`config.mk`:
```
export PLATFORM = sky130hd
export DESIGN_NAME = mct_timer
export DESIGN_NICKNAME = d
export VERILOG_FILES = /design/src/rtl/mct_pkg.sv /design/src/rtl/mct_regs.sv /design/src/rtl/mct_prescaler.sv /design/src/rtl/mct_counter.sv /design/src/rtl/mct_timer.sv
export SDC_FILE = /design/constraint.sdc
export NUM_CORES = 1
export LEC_CHECK = 0
export BUFFER_PORTS_ARGS = -buffer_cell sky130_fd_sc_hd__buf_2
export CAP_MARGIN = 20
export CELL_PAD_IN_SITES_DETAIL_PLACEMENT = 0
export CELL_PAD_IN_SITES_GLOBAL_PLACEMENT = 1
export CORE_ASPECT_RATIO = 0.75
export CORE_MARGIN = 5
export CORE_UTILIZATION = 45
export CTS_CLUSTER_SIZE = 30
export DETAILED_ROUTE_END_ITERATION = 8
export PLACE_DENSITY_LB_ADDON = 0.1
export SETUP_SLACK_MARGIN = 0.4
export SYNTH_ARGS = -nofsm -noshare
export SYNTH_HDL_FRONTEND = slang
export SYNTH_SLANG_ARGS = --single-unit
```
`constraint.sdc`:
```
create_clock -name clk -period 2.85 [get_ports clk]
set_input_delay 0.285 -clock clk [delete_from_list [all_inputs] [get_ports clk]]
set_output_delay 0.285 -clock clk [all_outputs]
set_load 0.005 [all_outputs]
```
`src/rtl/mct_pkg.sv`:
```
package mct_pkg;
  localparam int ADDR_W = 3;

  localparam logic [ADDR_W-1:0] A_CTRL = 3'd0;
  localparam logic [ADDR_W-1:0] A_PRE  = 3'd1;
  localparam logic [ADDR_W-1:0] A_CNT  = 3'd2;
  localparam logic [ADDR_W-1:0] A_MAT  = 3'd3;
  localparam logic [ADDR_W-1:0] A_ACT  = 3'd4;
  localparam logic [ADDR_W-1:0] A_FLG  = 3'd5;

  // packed so that bit 0 = flag, bit 1 = zero, bit 2 = stop
  typedef struct packed {
    logic stop;
    logic zero;
    logic flag;
  } act_t;
endpackage

```
`src/rtl/mct_regs.sv`:
```
module mct_regs
  import mct_pkg::*;
#(
  parameter int CNT_W = 32
) (
  input  logic              clk,
  input  logic              rst_n,
  input  logic              wr,
  input  logic [ADDR_W-1:0] addr,
  input  logic [CNT_W-1:0]  wdata,
  input  logic              match_ev,
  input  logic [CNT_W-1:0]  count,
  output logic [CNT_W-1:0]  rdata,
  output logic              en,
  output logic              hold,
  output logic [CNT_W-1:0]  prescale,
  output logic [CNT_W-1:0]  match_val,
  output act_t              act,
  output logic              flag
);
  logic wr_ctrl, wr_pre, wr_mat, wr_act, wr_flg;
  logic hw_set;

  assign wr_ctrl = wr && (addr == A_CTRL);
  assign wr_pre  = wr && (addr == A_PRE);
  assign wr_mat  = wr && (addr == A_MAT);
  assign wr_act  = wr && (addr == A_ACT);
  assign wr_flg  = wr && (addr == A_FLG);
  assign hw_set  = match_ev && act.flag;

  always_ff @(posedge clk or negedge rst_n) begin
    if (!rst_n) begin
      en        <= 1'b0;
      hold      <= 1'b0;
      prescale  <= '0;
      match_val <= '0;
      act       <= '0;
      flag      <= 1'b0;
    end else begin
      if (wr_ctrl) begin
        en   <= wdata[0];
        hold <= wdata[1];
      end
      if (match_ev && act.stop) en <= 1'b0;
      if (wr_pre) prescale  <= wdata;
      if (wr_mat) match_val <= wdata;
      if (wr_act) act       <= act_t'(wdata[2:0]);
      if (hw_set)                  flag <= 1'b1;
      else if (wr_flg && wdata[0]) flag <= 1'b0;
    end
  end

  always_comb begin
    rdata = '0;
    case (addr)
      A_CTRL:  rdata[1:0] = {hold, en};
      A_PRE:   rdata = prescale;
      A_CNT:   rdata = count;
      A_MAT:   rdata = match_val;
      A_ACT:   rdata[2:0] = act;
      A_FLG:   rdata[0] = flag;
      default: rdata = '0;
    endcase
  end


  stop_clears_en_chk: assert property (@(posedge clk) disable iff (!rst_n)
    (match_ev && act.stop) |=> !en);

  flag_set_wins_chk: assert property (@(posedge clk) disable iff (!rst_n)
    hw_set |=> flag);

  flag_w1c_chk: assert property (@(posedge clk) disable iff (!rst_n)
    (wr_flg && wdata[0] && !hw_set) |=> !flag);
endmodule

```
`src/rtl/mct_prescaler.sv`:
```
module mct_prescaler #(
  parameter int CNT_W = 32
) (
  input  logic             clk,
  input  logic             rst_n,
  input  logic             en,
  input  logic             hold,
  input  logic [CNT_W-1:0] prescale,
  output logic             tick
);
  logic [CNT_W-1:0] pcnt;
  logic             wrap;

  assign wrap = (pcnt >= prescale);
  assign tick = en && !hold && wrap;

  always_ff @(posedge clk or negedge rst_n) begin
    if (!rst_n)     pcnt <= '0;
    else if (hold)  pcnt <= '0;
    else if (en)    pcnt <= wrap ? '0 : pcnt + 1'b1;
  end


  pre_hold_zero_chk: assert property (@(posedge clk) disable iff (!rst_n)
    hold |=> (pcnt == '0));
endmodule

```
`src/rtl/mct_counter.sv`:
```
module mct_counter
  import mct_pkg::*;
#(
  parameter int CNT_W = 32
) (
  input  logic             clk,
  input  logic             rst_n,
  input  logic             hold,
  input  logic             tick,
  input  logic [CNT_W-1:0] match_val,
  input  act_t             act,
  output logic [CNT_W-1:0] count,
  output logic             match_ev
);
  assign match_ev = tick && (count == match_val);

  always_ff @(posedge clk or negedge rst_n) begin
    if (!rst_n)                     count <= '0;
    else if (hold)                  count <= '0;
    else if (match_ev && act.zero)  count <= '0;
    else if (match_ev && act.stop)  count <= count;
    else if (tick)                  count <= count + 1'b1;
  end


  cnt_hold_zero_chk: assert property (@(posedge clk) disable iff (!rst_n)
    hold |=> (count == '0));

  cnt_idle_stable_chk: assert property (@(posedge clk) disable iff (!rst_n)
    (!tick && !hold) |=> $stable(count));

  cnt_advance_chk: assert property (@(posedge clk) disable iff (!rst_n)
    (tick && !match_ev) |=> (count == CNT_W'($past(count) + 1'b1)));

  cnt_zero_on_match_chk: assert property (@(posedge clk) disable iff (!rst_n)
    (match_ev && act.zero) |=> (count == '0));
endmodule

```
`src/rtl/mct_timer.sv`:
```
module mct_timer
  import mct_pkg::*;
#(
  parameter int CNT_W = 32
) (
  input  logic              clk,
  input  logic              rst_n,
  input  logic              reg_wr,
  input  logic [ADDR_W-1:0] reg_addr,
  input  logic [CNT_W-1:0]  reg_wdata,
  output logic [CNT_W-1:0]  reg_rdata,
  output logic              irq
);
  logic             en, hold, tick, match_ev, flag;
  logic [CNT_W-1:0] prescale, match_val, count;
  act_t             act;

  mct_regs #(.CNT_W(CNT_W)) u_regs (
    .clk(clk), .rst_n(rst_n), .wr(reg_wr), .addr(reg_addr), .wdata(reg_wdata),
    .match_ev(match_ev), .count(count), .rdata(reg_rdata), .en(en), .hold(hold),
    .prescale(prescale), .match_val(match_val), .act(act), .flag(flag)
  );

  mct_prescaler #(.CNT_W(CNT_W)) u_pre (
    .clk(clk), .rst_n(rst_n), .en(en), .hold(hold), .prescale(prescale), .tick(tick)
  );

  mct_counter #(.CNT_W(CNT_W)) u_cnt (
    .clk(clk), .rst_n(rst_n), .hold(hold), .tick(tick), .match_val(match_val),
    .act(act), .count(count), .match_ev(match_ev)
  );

  assign irq = flag;


  irq_follows_event_chk: assert property (@(posedge clk) disable iff (!rst_n)
    (match_ev && act.flag) |=> irq);
endmodule

```
==> results of run 1 <==
[metrics by stage]
step | hold slack, ns | cell area [um2] | utilization (%) | std cells
after floorplan | -0.0106 | 8040 | - | 900
after global routing | 0.0964 | 10400 | 59.2 | 1260
after CTS | 0.0861 | 9960 | 56.7 | 1249
after global placement | 0.382 | 8880 | 50.6 | 1203
final | 0.0971 | 10400 | 59.2 | 1260
after detailed placement | 0.404 | 8880 | 50.6 | 1203
[cell type report]
type	instances	area (um2)	share of cell area, %
Tap cell	242	303	2.92
Multi-Input combinational cell	671	4770	45.9
Timing Repair Buffer	139	1150	11.0
Clock buffer	24	502	4.83
Clock inverter	8	143	1.37
Sequential cell	134	3370	32.4
Inverter	42	158	1.52
[layout by cell type, fill, tap and decap left out, types with 31 or more instances in the layout]
cell type    n
nor2_1      48
buf_2       69
inv_1       33
nand2_1    118
xor2_1      34
buf_4       45
a21oi_1     31
dfrtp_1    124
mux2_2      36
o21ai_0     80
[path summary, 6_finish.rpt]
kind | startpoint | endpoint | slack [ns] | depth (start not counted)
worst max-delay path | u_pre.pcnt[11] | u_cnt.count[26] | 0.08 | 9
worst min-delay path | reg_wdata[29] | u_regs.prescale[29] | 0.1 | 3
worst max register to register | u_pre.pcnt[11] | u_cnt.count[26] | 0.08 | 9
worst min register to register | u_pre.pcnt[30] | u_pre.pcnt[30] | 0.55 | 1
max in group asynchronous | rst_n | u_cnt.count[9] | 1.59 | 3
min in group asynchronous | rst_n | u_cnt.count[30] | 0.48 | 2
[power by group]
group | switching (uW) | internal (uW) | leakage, uW
logic | 795 | 576 | 0.00258
registers | 181 | 2130 | 0.00172
clock network | 836 | 1580 | 0.000316
total | 1810 | 4280 | 0.00462
[synthesized netlist by cell type (2+ instances only)]
cell type	number	area share, %
a211oi_1	2	0.19
a21bo_2	6	0.75
a21o_1	15	1.4
a21oi_1	50	3.1
a22oi_1	29	2.7
a31oi_1	8	0.62
a41o_1	2	0.25
a41oi_1	6	0.66
and2_1	2	0.16
and3_1	10	0.78
and4_1	3	0.33
buf_1	2	0.094
buf_2	5	0.31
clkbuf_1	45	2.1
dfrtp_1	134	42
ha_1	34	5.3
inv_1	42	2.0
mux2_2	36	5.1
mux2i_1	6	0.75
nand2_1	118	5.5
nand2b_1	6	0.47
nand3_1	29	1.8
nand3b_1	7	0.66
nand4_1	15	1.2
nor2_1	51	2.4
nor2b_1	3	0.23
nor3_1	12	0.75
nor3b_1	6	0.56
nor4_1	13	1.0
o211ai_1	3	0.28
o21ai_0	94	5.9
o21ba_2	2	0.25
o31ai_1	14	1.3
or2_1	2	0.16
or2_2	3	0.23
or3_1	14	1.1
or4_1	16	1.5
xor2_1	34	3.7
[tightest hold or removal path, delay by kind of cell]
kind            cells  cell delay [ns]
buf+inv             1             0.09
simple gates        1             0.04
compound gates      1             0.07
[sequential cells by signal (all words and copies together), names as in the netlist]
name and cells:
u_pre.pcnt 32, u_regs.hold 1, u_regs.prescale 32, u_cnt.count 32, u_regs.flag 1, u_regs.en 1, u_regs.match_val 32, u_regs.act 3
[logic make-up after synthesis]
family | Yosys count | synth area share (%)
AOI/OAI and AO/OA | 244 | 18.9
xor gates and xnor gates | 34 | 3.71
adders and majority gates | 34 | 5.31
buffers and inverters | 95 | 4.62
DFF | 134 | 41.8
muxes | 43 | 6.09
and+or+nand+nor | 316 | 19.6
[timing repair]
item                                   in CTS  in global routing
endpoints found under the hold margin      79                  0
pin swaps                                  51                 34
gates cloned                                6                  0
setup buffers                               7                 10
resized for setup                          48                 84
hold buffers                                1                  0
setup endpoints to repair                  64                 64
[layer usage]
metal	part of all wire, %	global-route usage (%)	wire length (um)
met1	46	35.2	11700
met2	46	37.2	11600
met3	6.5	4.80	1640
met4	0.92	4.88	231
met5	0	0	0
==> impl_metrics.csv, run 1 <==
group,metric,value,unit
clocking,cts_htree_levels,4,
yosys,syn_avg_cell_area,8.91,um2
global_routing,grt.total_usage,24.1,%
floorplanning,initial_utilization,45.7,%
yosys,ys.warnings.count,0,
power,p_per_area,587,nW/um2
global_routing,antenna_found_initial,0,
sta,fmax,361,MHz
drt,via_count,7416,
run,maxCapViolCount,0,
clocking,clock_latency,0.43,ns
clocking,path_clk_slew,0.06,ns
sta,finalCriticalPeriod,2.77,ns
clocking,cts.sinks,134,
floorplanning,std_cell_rows,42,
global_routing,grt_overflow_total,0,
sta,fin_tns_setup,0,ns
drt,wl_per_cell,19.9,um
yosys,synth_edf_count,0,
sta,finalSetupViolations,0,
global_routing,grt_max_degree,81,
sta,rsz0062_at_grt,"yes",
drt,drtAntennaViolNets,0,
yosys,syn-cell-area,8020,um2
sta,period_share,97.2,%
clocking,numCtsBuffers,17,
sta,final_max_slew_viol_count,0,
critical_path,critPathKind,"flip-flop to flip-flop",
clocking,cts_tree,"done",
floorplanning,pin_count,71,
cells_and_area,finalNetCount,1077,
placement,numPortBuffers,70,
sta,hold_viol_final,0,
placement,hpwlAfterDp,17600,um
power,finalPower,6100,uW
floorplanning,core,17600,um2
cells_and_area,diodes,0,
critical_path,cp_num_buf_inv,1,
critical_path,worstSetupEndpointType,"flip-flop",
hold_path,min_path_type,"input pin to flip-flop",
yosys,syn_inst,900,
drt,wl,25100,um
placement,dp_slack,0.0225,ns
yosys,ys_seq_area_share,41.8,%
drt,drt-pass1-iter-count,7,
sta,slew_headroom,47.6,%
drt,drtIter0Drc,735,
critical_path,cp_data_arrival_time,3.07,ns
cells_and_area,syn2layout_area_growth,29.5,%
run_status,status,"completed",
drt,drc,0,
yosys,synth_cell_type_count,59,
yosys,syn_nets,972,
floorplanning,die_y,126,um
sta,clock_skew,0.00793,ns
critical_path,cp_data_required_time,3.15,ns
cells_and_area,drive_gt1_share,30.9,%
critical_path,path_delay_family,"compound AO/OA/AOI/OAI gates",
critical_path,slowest_delay,0.44,ns
critical_path,worstSetupStartpointType,"flip-flop",
yosys,async_reset_ff_share,100,%
sta,fin_ws,0.0788,ns
critical_path,cp_cell_sequence,"ha_1 -> nand2_1 -> o21ai_0 -> nand2b_1 -> a41o_2 -> a21o_4 -> bufbuf_16 -> o31ai_1 -> a21oi_1",
floorplanning,dieArea,20600,um2
placement,gp_congestion,0.851,
clocking,cts_root_buf,"clkbuf_16",
critical_path,critPathSlowestCell,"dfrtp_1",
power,leakage,0.00462,uW
yosys,ys.flop_type,"dfrtp_1",
global_routing,grt_pass1_vias,6991,
yosys,ys_ff_latch,134,
critical_path,cp_max_fo,11,
floorplanning,die_w,164,um
cells_and_area,fillers,1582,
clocking,clock_path_buffers,2,
global_routing,grt_pass1_wl,38700,um
power,peakVddDrop,0.411,mV
sta,worst_slew_pin_slew,0.785,ns
drt,via_per_inst,5.89,
No activity file was read; power rests on OpenSTA's default activity.
==> run 2: changes to the inputs <==
--- a/config.mk
+++ b/config.mk
@@ -15,7 +15,9 @@
 export CTS_CLUSTER_SIZE = 30
 export DETAILED_ROUTE_END_ITERATION = 8
 export PLACE_DENSITY_LB_ADDON = 0.1
+export RECOVER_POWER = 50
 export SETUP_SLACK_MARGIN = 0.4
 export SYNTH_ARGS = -nofsm -noshare
 export SYNTH_HDL_FRONTEND = slang
+export SYNTH_HIERARCHICAL = 1
 export SYNTH_SLANG_ARGS = --single-unit
==> run 2 against run 1 <==
Against the previous run:
- the run now ends with capacitance limit, slew limit, setup timing left
- combinational power grew 15%
- critical path depth shrank 3
- non-clock buffer count grew 65
- register-to-register slack lost 0.53 ns
- setup slack lost 0.58 ns
- clock power shrank 11%
- cell count grew 7.6%
- die area grew 11%
- sequential power is essentially flat
- critical path type is now input pin to primary output
==> impl_metrics.csv, run 2 <==
group,metric,value,unit
floorplanning,die_y,133,um
yosys,ys.warnings.count,6,
yosys,ys.flop_type,"dfrtp_1",
sta,finalSetupViolations,88,
drt,drc,0,
cells_and_area,syn2layout_area_growth,26.5,%
yosys,netlist.area_leader.share,37.2,%
cells_and_area,diodes,0,
sta,rsz0062_at_grt,"yes",
placement,dp_slack,-0.575,ns
floorplanning,pin_count,71,
drt,via_per_inst,6.01,
drt,drtAntennaViolNets,0,
global_routing,grt_max_degree,58,
power,p_per_area,530,nW/um2
yosys,syn-cell-area,9010,um2
drt,wl_per_cell,21.0,um
critical_path,path_delay_family,"buffers and inverters",
critical_path,cp_data_required_time,2.57,ns
clocking,numCtsBuffers,17,
clocking,cts.sinks,134,
run_status,status,"finished with violations",
placement,gp_congestion,0.913,
floorplanning,core,19500,um2
critical_path,critPathKind,"input pin to primary output",
placement,hpwlAfterDp,19300,um
yosys,synth_commonest_cells,"134 x dfrtp_1, 96 x mux2_2, 86 x nor2_1, 54 x nand3_1, 47 x nand4_1",
placement,placed_cells,1302,
yosys,synth_cell_type_count,71,
critical_path,cp_cell_sequence,"clkbuf_1 -> dlymetal6s4s_1 -> mux2_2 -> a22oi_1 -> nor2_1 -> buf_2",
hold_path,min_path_type,"input pin to flip-flop",
critical_path,worstSetupEndpointType,"primary output",
cells_and_area,multi_input_area,5330,um2
yosys,yosysTopAreaCell,"dfrtp_1",
yosys,ys_seq_area_share,37.2,%
yosys,synth.most_common_cell,"dfrtp_1",
clocking,clock_latency,0.42,ns
clocking,cts_tree,"done",
global_routing,antenna_found_initial,0,
sta,worst_slew_pin_slew,1.55,ns
global_routing,grt_pass1_wl,44500,um
cells_and_area,layout_common_cells,"133 x dfrtp_1, 101 x buf_4, 95 x mux2_2, 86 x nor2_1, 67 x buf_2",
power,finalPower,6040,uW
sta,slew_headroom,-3.31,%
drt,drtIter0Drc,811,
global_routing,grt_overflow_total,0,
sta,period_share,118,%
sta,final_max_slew_viol_count,58,
placement,place_area,10300,um2
cells_and_area,fin_area,11400,um2
run_status,failed_checks,"capacitance limit, slew limit, setup timing",
yosys,syn_inst,936,
cells_and_area,drive_gt1_share,34.2,%
critical_path,critPathSlowestCell,"dlymetal6s4s_1",
cells_and_area,fillers,1704,
sta,fmax,298,MHz
critical_path,slowest_delay,1.17,ns
drt,wl,28500,um
cells_and_area,final_cell_count_no_fill,1356,
cells_and_area,mostFrequentLayoutCell,"dfrtp_1",
cells_and_area,finalNetCount,1164,
yosys,ys_ff_latch,134,
clocking,path_clk_slew,0.05,ns
yosys,yosys-top-cells-area,"dfrtp_1 37%, mux2_2 12%, ha_1 4.7%",
floorplanning,die_w,173,um
global_routing,grt.total_usage,24.3,%
drt,drt-pass1-iter-count,7,
clocking,cts_root_buf,"clkbuf_16",
sta,fin_ws,-0.505,ns
global_routing,grt_pass1_vias,7863,
sta,clock_skew,0.00948,ns
sta,hold_viol_final,0,
yosys,syn_nets,1008,
cells_and_area,seqCellArea,3350,um2
yosys,async_reset_ff_share,100,%
power,leakage,0.00525,uW
critical_path,worstSetupStartpointType,"input pin",
yosys,syn_avg_cell_area,9.62,um2
floorplanning,dieArea,23000,um2
floorplanning,std_cell_rows,44,
clocking,clock_path_buffers,2,
yosys,synth_edf_count,0,
clocking,cts_htree_levels,4,
placement,numPortBuffers,70,
sta,finalCriticalPeriod,3.36,ns
run,maxCapViolCount,1,
power,peakVddDrop,0.366,mV
drt,via_count,8154,
critical_path,cp_data_arrival_time,3.07,ns
critical_path,cp_num_buf_inv,3,
floorplanning,initial_utilization,46.2,%
critical_path,cp_max_fo,27,
[run 2: metal layers]
metal	part of all wire [%]	up-vias	global-route usage [%]	wire length, um
met2	43	304	35.3	12300
met3	6.6	23	5.05	1890
li1	-	3826	-	-
met5	0	-	0	0
met4	1.2	0	6.07	341
met1	49	4001	36.9	13900
[run 2: repair_timing]
action,4_1_cts,5_1_grt
cloned,6,2
endpoints found under the hold margin,55,0
pin swaps,14,9
hold buffers,1,0
gates resized for setup,45,15
setup buffers,13,2
endpoints found under the setup margin,66,66
[run 2: power by group]
part,internal [uW],switching (uW)
sequential,2140,191
combinational,772,801
clock,1330,808
[run 2: layout make-up]
class	count	area share (%)
Timing Repair Buffer	204	14.9
Clock inverter	3	0.351
Inverter	36	1.19
Tap cell	253	2.78
Clock buffer	27	4.59
Multi-Input combinational cell	699	46.8
Sequential cell	134	29.4
[run 2: per-stage QoR]
step / setup TNS [ns] / hold WS [ns] / util, %
after floorplan: -8.07 / -0.0106 / -
after global placement: -16.81 / 0.317 / 52.7
after detailed placement: -14.23 / 0.312 / 52.8
after CTS: -22.03 / 0.0825 / 58.0
after global routing: -42.76 / 0.0947 / 58.5
final: -32.48 / 0.102 / 58.5
[run 2: path summary, 6_finish.rpt]
kind	startpoint	end	slack, ns	cells past startpoint
max in group asynchronous	rst_n	u_pre/pcnt[15]	0.51	3
min in group asynchronous	rst_n	u_cnt/count[6]	0.80	2
setup reg to reg	u_regs/prescale[13]	u_cnt/count[13]	-0.45	14
hold reg to reg	u_regs/act[0]	u_regs/flag	0.53	1
setup / recovery	reg_addr[1]	reg_rdata[11]	-0.51	6
hold / removal	reg_wdata[22]	u_regs/prescale[22]	0.10	2
[run 2: logic make-up (layout without fill, tap and decap cells)]
| kind of cell | after synthesis | in the layout | share of synthesized area (%) |
|---|---|---|---|
| fa+ha+maj | 34 | 34 | 4.72 |
| mux | 104 | 104 | 12.9 |
| compound gates | 172 | 172 | 14.3 |
| flops | 134 | 134 | 37.2 |
| xor+xnor | 32 | 32 | 3.11 |
| simple gates | 357 | 357 | 22.1 |
| buf+inv | 103 | 270 | 5.57 |
